`src/rtl/i2c_ptr_pkg.sv`:
```
package i2c_ptr_pkg;
  localparam int BYTE_W = 8;

  typedef enum logic [2:0] {
    ST_IDLE,
    ST_ADDR,
    ST_ADDR_ACK,
    ST_WR_DATA,
    ST_WR_ACK,
    ST_RD_DATA,
    ST_RD_ACK
  } tgt_state_e;
endpackage

```
`src/rtl/i2c_line_sync.sv`:
```
module i2c_line_sync #(
  parameter int STAGES = 2
) (
  input  logic clk,
  input  logic rst_n,
  input  logic scl_i,
  input  logic sda_i,
  output logic scl_s,
  output logic sda_s,
  output logic scl_rise,
  output logic scl_fall,
  output logic start_det,
  output logic stop_det
);
  logic [STAGES-1:0] scl_ff;
  logic [STAGES-1:0] sda_ff;
  logic              scl_q;
  logic              sda_q;

  always_ff @(posedge clk or negedge rst_n) begin
    if (!rst_n) begin
      scl_ff <= '1;
      sda_ff <= '1;
      scl_q  <= 1'b1;
      sda_q  <= 1'b1;
    end else begin
      scl_ff <= {scl_ff[STAGES-2:0], scl_i};
      sda_ff <= {sda_ff[STAGES-2:0], sda_i};
      scl_q  <= scl_ff[STAGES-1];
      sda_q  <= sda_ff[STAGES-1];
    end
  end

  assign scl_s     = scl_ff[STAGES-1];
  assign sda_s     = sda_ff[STAGES-1];
  assign scl_rise  = scl_s & ~scl_q;
  assign scl_fall  = ~scl_s & scl_q;
  assign start_det = scl_s & scl_q & sda_q & ~sda_s;
  assign stop_det  = scl_s & scl_q & ~sda_q & sda_s;

  // a START and a STOP can never be seen in the same cycle
  assert_start_stop_excl_R8: assert property (@(posedge clk) disable iff (!rst_n)
    !(start_det && stop_det));
  // bus conditions are only recognised while SCL stays high
  assert_cond_scl_high_R6: assert property (@(posedge clk) disable iff (!rst_n)
    (start_det || stop_det) |-> (scl_s && !scl_rise));
endmodule

```
`src/rtl/i2c_byte_sel.sv`:
```
module i2c_byte_sel #(
  parameter int CNT_W   = 32,
  parameter int NUM_CNT = 2,
  localparam int BYTES_PER = CNT_W / i2c_ptr_pkg::BYTE_W,
  localparam int TOTAL     = NUM_CNT * BYTES_PER,
  localparam int IDX_W     = (TOTAL > 1) ? $clog2(TOTAL) : 1
) (
  input  logic [NUM_CNT*CNT_W-1:0]      cnt_flat,
  input  logic                          flag_ready,
  input  logic                          flag_under,
  input  logic                          sel_status,
  input  logic [IDX_W-1:0]              sel_idx,
  output logic [i2c_ptr_pkg::BYTE_W-1:0] byte_o
);
  localparam int BW = i2c_ptr_pkg::BYTE_W;

  logic [BW-1:0] lane [TOTAL];

  genvar g;
  generate
    for (g = 0; g < TOTAL; g++) begin : g_lane
      assign lane[g] = cnt_flat[g*BW +: BW];
    end
  endgenerate

  logic [BW-1:0] status_byte;
  assign status_byte = {{(BW-2){1'b0}}, flag_under, flag_ready};

  always_comb begin
    if (sel_status) begin
      byte_o = status_byte;
    end else if (int'(sel_idx) < TOTAL) begin
      byte_o = lane[sel_idx];
    end else begin
      byte_o = '0;
    end
  end
endmodule

```
`src/rtl/i2c_target_fsm.sv`:
```
module i2c_target_fsm
  import i2c_ptr_pkg::*;
#(
  parameter logic [6:0] DEV_ADDR = 7'h21
) (
  input  logic              clk,
  input  logic              rst_n,
  input  logic              scl_s,
  input  logic              sda_s,
  input  logic              scl_rise,
  input  logic              scl_fall,
  input  logic              start_det,
  input  logic              stop_det,
  input  logic [BYTE_W-1:0] rd_byte,
  output logic              sda_oe,
  output logic [BYTE_W-1:0] ptr
);
  tgt_state_e        state_q, state_d;
  logic [3:0]        bit_cnt_q, bit_cnt_d;
  logic [BYTE_W-1:0] shift_q, shift_d;
  logic [BYTE_W-1:0] tx_q, tx_d;
  logic [BYTE_W-1:0] ptr_q, ptr_d;
  logic              oe_q, oe_d;
  logic              nack_q, nack_d;

  logic byte_full;
  assign byte_full = (bit_cnt_q == 4'd8);

  // next-state logic
  always_comb begin
    state_d   = state_q;
    bit_cnt_d = bit_cnt_q;
    shift_d   = shift_q;
    tx_d      = tx_q;
    ptr_d     = ptr_q;
    oe_d      = oe_q;
    nack_d    = nack_q;
    if (stop_det) begin
      state_d = ST_IDLE;
      oe_d    = 1'b0;
    end else if (start_det) begin
      state_d   = ST_ADDR;
      bit_cnt_d = '0;
      oe_d      = 1'b0;
    end else begin
      unique case (state_q)
        ST_IDLE: ;
        ST_ADDR, ST_WR_DATA: begin
          if (scl_rise && !byte_full) begin
            shift_d   = {shift_q[BYTE_W-2:0], sda_s};
            bit_cnt_d = bit_cnt_q + 4'd1;
          end else if (scl_fall && byte_full) begin
            if (state_q == ST_WR_DATA) begin
              ptr_d   = shift_q;
              oe_d    = 1'b1;
              state_d = ST_WR_ACK;
            end else if (shift_q[7:1] == DEV_ADDR) begin
              oe_d    = 1'b1;
              state_d = ST_ADDR_ACK;
              if (shift_q[0]) tx_d = rd_byte;
            end else begin
              state_d = ST_IDLE;
            end
          end
        end
        ST_ADDR_ACK: begin
          if (scl_fall) begin
            bit_cnt_d = '0;
            if (shift_q[0]) begin
              state_d = ST_RD_DATA;
              oe_d    = ~tx_q[7];
            end else begin
              state_d = ST_WR_DATA;
              oe_d    = 1'b0;
            end
          end
        end
        ST_WR_ACK: begin
          if (scl_fall) begin
            oe_d      = 1'b0;
            bit_cnt_d = '0;
            state_d   = ST_WR_DATA;
          end
        end
        ST_RD_DATA: begin
          if (scl_rise && !byte_full) begin
            bit_cnt_d = bit_cnt_q + 4'd1;
          end else if (scl_fall) begin
            if (byte_full) begin
              oe_d    = 1'b0;
              state_d = ST_RD_ACK;
            end else if (bit_cnt_q != 4'd0) begin
              tx_d = {tx_q[BYTE_W-2:0], 1'b0};
              oe_d = ~tx_q[6];
            end
          end
        end
        ST_RD_ACK: begin
          if (scl_rise) begin
            nack_d = sda_s;
          end else if (scl_fall) begin
            if (!nack_q) begin
              tx_d      = rd_byte;
              oe_d      = ~rd_byte[7];
              bit_cnt_d = '0;
              state_d   = ST_RD_DATA;
            end else begin
              state_d = ST_IDLE;
            end
          end
        end
        default: state_d = ST_IDLE;
      endcase
    end
  end

  // registers
  always_ff @(posedge clk or negedge rst_n) begin
    if (!rst_n) begin
      state_q   <= ST_IDLE;
      bit_cnt_q <= '0;
      shift_q   <= '0;
      tx_q      <= '0;
      ptr_q     <= '0;
      oe_q      <= 1'b0;
      nack_q    <= 1'b1;
    end else begin
      state_q   <= state_d;
      bit_cnt_q <= bit_cnt_d;
      shift_q   <= shift_d;
      tx_q      <= tx_d;
      ptr_q     <= ptr_d;
      oe_q      <= oe_d;
      nack_q    <= nack_d;
    end
  end

  assign sda_oe = oe_q;
  assign ptr    = ptr_q;

  // any START enters address reception
  assert_start_to_addr_R8: assert property (@(posedge clk) disable iff (!rst_n)
    start_det |=> (state_q == ST_ADDR && !sda_oe));
  // any STOP returns to idle with the line released
  assert_stop_to_idle_R8: assert property (@(posedge clk) disable iff (!rst_n)
    stop_det |=> (state_q == ST_IDLE && !sda_oe));
  // SDA is pulled only in acknowledge or read-data phases
  assert_oe_phase_R2: assert property (@(posedge clk) disable iff (!rst_n)
    sda_oe |-> (state_q == ST_ADDR_ACK || state_q == ST_WR_ACK || state_q == ST_RD_DATA));
  // the target starts pulling SDA only while SCL is low
  assert_oe_rise_scl_low_R6: assert property (@(posedge clk) disable iff (!rst_n)
    $rose(sda_oe) |-> !scl_s);
  // the pointer moves only at the end of a written data byte
  assert_ptr_write_only_R3: assert property (@(posedge clk) disable iff (!rst_n)
    !$stable(ptr_q) |-> $past(state_q) == ST_WR_DATA);
  // the transmit byte holds between SCL falls while shifting out
  assert_tx_hold_R7: assert property (@(posedge clk) disable iff (!rst_n)
    (state_q == ST_RD_DATA && !scl_fall) |=> $stable(tx_q));
  // the bit counter never passes a full byte
  assert_bitcnt_range_R6: assert property (@(posedge clk) disable iff (!rst_n)
    bit_cnt_q <= 4'd8);
endmodule

```
`src/rtl/i2c_ptr_target.sv`:
```
module i2c_ptr_target #(
  parameter logic [6:0] DEV_ADDR    = 7'h21,
  parameter int         CNT_W       = 32,
  parameter int         SYNC_STAGES = 2
) (
  input  logic             clk,
  input  logic             rst_n,
  input  logic             scl_i,
  input  logic             sda_i,
  output logic             sda_oe_o,
  input  logic [CNT_W-1:0] cnt_a_i,
  input  logic [CNT_W-1:0] cnt_b_i,
  input  logic             ready_i,
  input  logic             underflow_i,
  output logic [7:0]       ptr_o
);
  localparam int NUM_CNT = 2;
  localparam int TOTAL   = NUM_CNT * (CNT_W / 8);
  localparam int IDX_W   = (TOTAL > 1) ? $clog2(TOTAL) : 1;

  // reset: asserted asynchronously, released on a clock edge
  logic [1:0] rst_pipe;
  logic       rst_sync_n;
  always_ff @(posedge clk or negedge rst_n) begin
    if (!rst_n) rst_pipe <= 2'b00;
    else        rst_pipe <= {rst_pipe[0], 1'b1};
  end
  assign rst_sync_n = rst_pipe[1];

  logic scl_s, sda_s, scl_rise, scl_fall, start_det, stop_det;
  logic [7:0] rd_byte;
  logic [7:0] ptr;

  i2c_line_sync #(.STAGES(SYNC_STAGES)) u_sync (
    .clk       (clk),
    .rst_n     (rst_sync_n),
    .scl_i     (scl_i),
    .sda_i     (sda_i),
    .scl_s     (scl_s),
    .sda_s     (sda_s),
    .scl_rise  (scl_rise),
    .scl_fall  (scl_fall),
    .start_det (start_det),
    .stop_det  (stop_det)
  );

  i2c_byte_sel #(.CNT_W(CNT_W), .NUM_CNT(NUM_CNT)) u_sel (
    .cnt_flat   ({cnt_b_i, cnt_a_i}),
    .flag_ready (ready_i),
    .flag_under (underflow_i),
    .sel_status (ptr[7]),
    .sel_idx    (ptr[IDX_W-1:0]),
    .byte_o     (rd_byte)
  );

  i2c_target_fsm #(.DEV_ADDR(DEV_ADDR)) u_fsm (
    .clk       (clk),
    .rst_n     (rst_sync_n),
    .scl_s     (scl_s),
    .sda_s     (sda_s),
    .scl_rise  (scl_rise),
    .scl_fall  (scl_fall),
    .start_det (start_det),
    .stop_det  (stop_det),
    .rd_byte   (rd_byte),
    .sda_oe    (sda_oe_o),
    .ptr       (ptr)
  );

  assign ptr_o = ptr;

  // while reset is held, SDA stays released
  assert_reset_release_R9: assert property (@(posedge clk)
    !rst_sync_n |-> !sda_oe_o);
endmodule

```
`config.mk`:
```
export PLATFORM = sky130hd
export DESIGN_NAME = i2c_ptr_target
export DESIGN_NICKNAME = d
export VERILOG_FILES = /design/src/rtl/i2c_ptr_pkg.sv /design/src/rtl/i2c_line_sync.sv /design/src/rtl/i2c_byte_sel.sv /design/src/rtl/i2c_target_fsm.sv /design/src/rtl/i2c_ptr_target.sv
export SDC_FILE = /design/constraint.sdc
export NUM_CORES = 1
export LEC_CHECK = 0
export BUFFER_PORTS_ARGS = -buffer_cell sky130_fd_sc_hd__clkbuf_2
export CORE_UTILIZATION = 30
export CTS_BUF_LIST = sky130_fd_sc_hd__clkbuf_16
export DETAILED_ROUTE_END_ITERATION = 10
export SETUP_SLACK_MARGIN = 0.3
export SLEW_MARGIN = 20
export SYNTH_ARGS = -nofsm -noshare
export SYNTH_HDL_FRONTEND = slang
export SYNTH_SLANG_ARGS = --single-unit
```
`constraint.sdc`:
```
create_clock -name clk -period 3.45 [get_ports clk]
set_input_delay 0.345 -clock clk [delete_from_list [all_inputs] [get_ports clk]]
set_output_delay 0.345 -clock clk [all_outputs]
set_load 0.01 [all_outputs]
```
== After elaboration in Yosys (flattened, before gate mapping) ==
Cells that the tools add are included.

* Output and inout port bits: 9
* Logic and storage cells: 145
* Bits in registers: 41
* Input port bits: 70

* $lt $le $gt $ge: 1
* Add/sub/neg operators: 1
* Eq/ne operators: 38
* Bitwise gates (word level): 18
* Reductions and logical operators: 18
* Multiplexer cells: 57

{| class="wikitable"
|+ Operators with widths
! kind !! number
|-
| two-way mux 8 bit || 15
|-
| two-way mux 3 bit || 14
|-
| binary-select mux 8 bit (select 3 bit) || 1
|-
| two-way mux 4 bit || 6
|-
| != test 4 x 3 -> 1 bit, second input constant || 6
|-
| one-hot mux 8 bit (3 select lines) || 1
|-
| one-hot mux 3 bit (6 select lines) || 1
|-
| two-way mux 1 bit || 16
|-
| != test 4 bit, second input constant || 4
|-
| AND reduction 15 bit || 1
|-
| != test 2 x 1 -> 1 bit, second input constant || 6
|-
| != test 2 bit, second input constant || 6
|-
| one-hot mux 4 bit (3 select lines) || 1
|-
| AND reduction 12 bit || 1
|-
| != test 5 x 3 -> 1 bit, second input constant || 2
|-
| inverter 1 bit || 10
|-
| AND reduction 10 bit || 1
|-
| equality test 3 bit, second input constant || 3
|-
| != test 3 bit, second input constant || 3
|-
| AND reduction 4 bit || 2
|-
| nonzero test 4 bit || 2
|-
| bitwise AND 1 bit || 7
|-
| equality test 7 x 6 -> 1 bit, second input constant || 1
|-
| AND reduction 7 bit || 1
|-
| 18 further kinds || 22
|}

== Depth between registers and ports, before layout ==
* Depth in word-level cells: 12
* Gate-level depth with buffers: 8
* Gate-level depth less buffers: 7

== Modules after synthesis ==
From an unflattened synthesis, not the netlist that was laid out.

* Cells, all modules: 215
* Area total of the unflattened synthesis: 2583.7 um^2

{| class="wikitable"
|+ By module, submodules not included
! module !! area an instance (um^2) !! instances !! cells each !! sequential area each (um^2)
|-
| i2c_target_fsm || 1811.7 || 1 || 159 || 827.0
|-
| i2c_byte_sel || 528.0 || 1 || 43 || 0.0
|-
| i2c_line_sync || 190.2 || 1 || 10 || 157.7
|-
| i2c_ptr_target || 53.8 || 1 || 3 || 50.0
|}

== Worst setup path after synthesis ==
OpenSTA, ideal clock, no wires.

* Path type: flip-flop to flip-flop
* Start: register u_fsm.shift_q[3]
* End: register u_fsm.tx_q[0]
* Setup slack: 1.355 ns
* Stages on the path, launching flop included: 7
* Arrival: 1.970 ns
* Cell sequence: dfrtp_1 > or4b_4 > nor4b_4 > o21ai_1 > a221o_1 > buf_6 > mux2_4

* Word-level cells in the longest chain between the ends: 3

{| class="wikitable"
|+ RTL lines
! element !! RTL line !! source
|-
| from (decl) || i2c_target_fsm.sv:20 || <nowiki>logic [BYTE_W-1:0] shift_q, shift_d;</nowiki>
|-
| from (signal assigned) || i2c_target_fsm.sv:130 || <nowiki>shift_q <= shift_d;</nowiki>
|-
| equality test 7 x 6 -> 1 bit || i2c_target_fsm.sv:57 || <nowiki>end else if (shift_q[7:1] == DEV_ADDR) begin</nowiki>
|-
| != test 2 x 1 -> 1 bit (no source line) || -- ||
|-
| AND reduction 15 bit (no source line) || -- ||
|-
| to (signal assigned) || i2c_target_fsm.sv:131 || <nowiki>tx_q <= tx_d;</nowiki>
|-
| to (decl) || i2c_target_fsm.sv:21 || <nowiki>logic [BYTE_W-1:0] tx_q, tx_d;</nowiki>
|}

Every way passes these cells.
A chain may end at the register's enable or synchronous reset.

== Worst setup path in the final report ==
* Start: register u_fsm.shift_q[3]
* End: register u_fsm.tx_q[4]

Same word-level chain as after synthesis.

==> metrics.yaml <==
place:
  gp_routability_congestion: 0.7993
  placed_cells: 400
  io_buffers: 78
  dpl_cell_area_mm2: 0.003004
  place_hpwl_um: 4214
synthesis:
  synth_edf_count: 0
  synthTopCellsByCount: "dfrtp_1 (34), mux2i_1 (21), mux2_2 (17)"
  synth_xor_area_frac: 0.01033
  async_flop_share: 1.000
  ys_ff_latch: 41
  ys_warn_count: 0
  synth.cell_area_mm2: 0.002542
  synth.distinct_cells: 50
  synthCells: 231
  yosys.area.top_type: "dfrtp_1"
  yosysMostFrequentCell: "dfrtp_1"
  synth_top_family_by_area: "multiplexers"
  synth_compound_area_frac: 0.1471
  synth_top_area_frac: 0.3346
  ys_top_cells_by_area: "dfrtp_1 (33%), mux2i_1 (8.3%), mux2_2 (7.5%)"
  syn_nets: 303
  synthSimpleGateAreaFrac: 0.1245
  synth_fa_ha_area_frac: 0.009843
  ys_seq_area_frac: 0.4070
  avgSynthCellArea_um2: 11.01
  synth_mux_area_frac: 0.2584
  synth-main-ff-cell: "dfrtp_1"
critical_path:
  reg2reg_depth: 5
  r2r-start: "u_fsm.shift_q[3]"
  critPathRequiredTime_ns: 3.62
  r2r_slack_ns: 1.12
  path_class: "reg2reg"
  critPathCaptureType: "flop"
  arrival_ns: 2.50
  r2r-end: "u_fsm.tx_q[4]"
  start_kind: "flop"
  crit_fanout: 8
min_path:
  min_delay_worst_endpoint: "u_sync.sda_ff[0]"
  hold_start: "sda_i"
  hold_path_class: "in2reg"
  whs_path_depth: 1
finish:
  nFillCells: 806
  finalNonFillerCells: 409
  antenna_cells: 0
  drive_above_1_share: 0.4145
  final_cell_area_mm2: 0.003158
  final_util: 0.3843
  final_nets: 375
  area.growth.synth_to_final_pct: 24.21
clock_tree:
  cts-buffers-inserted: 5
  cts_setup_buffers: 0
  root_buffer: "clkbuf_16"
  postCtsResizedCells: 0
  cts_tree: "done"
  clk_latency_ns: 0.29
  clockBufferDepth: 2
  cts_hold_buffers: 1
  htreeDepth: 2
  clk_pin_slew_ns: 0.06
  cts_sinks: 41
detailed_routing:
  vias: 2050
  first_pass_iters: 4
  viasPerCell: 5.012
  post_drt_wl_per_cell_um: 13.62
  routed_wl_um: 5571
  drtIter0Drc: 59
  drc_errors: 0
  antenna_left: 0
run_status:
  status: "complete, no violations"
sta:
  slew_headroom: 0.6540
  rsz0062_at_grt: "false"
  setup_tns_ns: 0
  hold_violations: 0
  max_freq_mhz: 429.5
  tightest_slew_ns: 0.5180
  fin_crit_sh: 0.6749
  finalSetupViolCount: 0
  fin_worst_skew_ns: 0.004702
  layout_min_cycle_time_ns: 2.328
  maxSlewViolCount: 0
floorplanning:
  num_io_pins: 79
  die_x_um: 94.06
  dieArea_mm2: 0.008847
  start_util: 0.3094
  fp.dieH_um: 94.06
  rows: 33
  coreArea_mm2: 0.008217
global_route:
  grt_pass1_wl_um: 9563
  grt_pass1_vias: 2077
  grt_util_met2: 0.2275
  grt_util_all_layers: 0.1391
  antenna_found_initial: 0
  use_met3: 0.04126
  busiest_layer: "met2"
  gr-total-overflow: 0
  grt_max_degree: 40
  met1_usage: 0.1718
pwr:
  peakVddDrop_uv: 297.2
  p_leak_nw: 1.451
  finalPower_w: 0.001277
  powerDensity_mw_per_mm2: 404.2
flow_run:
  max-cap-violations: 0
-- power breakdown --
part / total [W] / internal (W) / switching, W
Sequential: 0.000612 / 0.000542 / 0.0000705
Clock: 0.000459 / 0.000265 / 0.000194
Combinational: 0.000205 / 0.000123 / 0.0000815
-- stage by stage --
stage          hold slack (ns)  setup WS, ns
5_1_grt                 0.1249        0.9292
3_3_place_gp            0.1310         1.150
4_1_cts                 0.1299         1.115
3_5_place_dp            0.1322         1.124
6_report                0.1368         1.122
2_1_floorplan          0.04941         1.355
-- sequential cells by signal, indices dropped and copies added (netlist names) --
name / flops
u_fsm.nack_q: 1
u_fsm.ptr: 8
u_fsm.sda_oe: 1
u_fsm.bit_cnt_q: 4
u_fsm.state_q: 3
u_sync.scl_ff: 2
u_sync.sda_ff: 2
u_sync.sda_q: 1
u_fsm.shift_q: 8
u_fsm.tx_q: 8
rst_pipe: 2
u_sync.scl_q: 1
-- worst max-delay path: stages (launching register included) --
cell and delay, ns:
dfrtp_1 0.40, or4b_4 0.55, nor4b_4 0.28, o21ai_1 0.11, a221o_1 0.50, mux2_4 0.37
-- routing by layer --
layer,up-vias,share of wire
li1,1009,-
met1,985,0.44
met2,46,0.50
met3,10,0.044
met4,0,0.015
met5,-,0
-- cells by family after synthesis --
group / Yosys count
simple gates: 53
buf+inv: 24
other cells: 1
fa+ha+maj: 2
compound gates: 53
xor+xnor: 3
flops: 41
mux: 54
-- final cells by class --
| type | count | area, um^2 | share of cell area |
|---|---|---|---|
| sequential | 41 | 1035 | 0.3277 |
| inverter | 8 | 30.03 | 0.009509 |
| clock buffer | 5 | 125.1 | 0.03962 |
| tap | 105 | 131.4 | 0.04160 |
| multi-input combinational | 166 | 1403 | 0.4441 |
| timing repair buffer | 81 | 415.4 | 0.1315 |
| clock inverter | 3 | 18.77 | 0.005943 |
-- cell usage in the layout, fill, tap and decap left out, types with 3 or more instances in the layout --
cell / n
a22oi_1: 6
inv_1: 9
a21oi_1: 13
o21ai_1: 3
nor2_1: 10
mux4_2: 4
a211oi_1: 7
mux2_1: 4
mux2i_1: 21
dfrtp_1: 34
a32o_1: 5
o21ai_0: 4
clkbuf_2: 78
nand2_1: 8
nand3_1: 4
clkbuf_16: 5
mux2_2: 17
dfstp_2: 7
nand2b_1: 5
mux2_4: 8
nor2b_1: 12
-- worst max-delay path by stage --
| stage | from | slack, ns | endpoint |
|---|---|---|---|
| final | u_fsm.shift_q[3] | 1.12 | u_fsm.tx_q[4] |
| after global routing | u_fsm.state_q[2] | 0.93 | u_fsm.tx_q[0] |
| after CTS | u_fsm.shift_q[3] | 1.12 | u_fsm.tx_q[4] |
| after detailed placement | u_fsm.shift_q[3] | 1.12 | u_fsm.tx_q[6] |
| after global placement | u_fsm.shift_q[3] | 1.15 | u_fsm.tx_q[6] |
| after floorplan | u_fsm.shift_q[3] | 1.36 | u_fsm.tx_q[0] |
No activity file was read; power rests on OpenSTA's default activity.
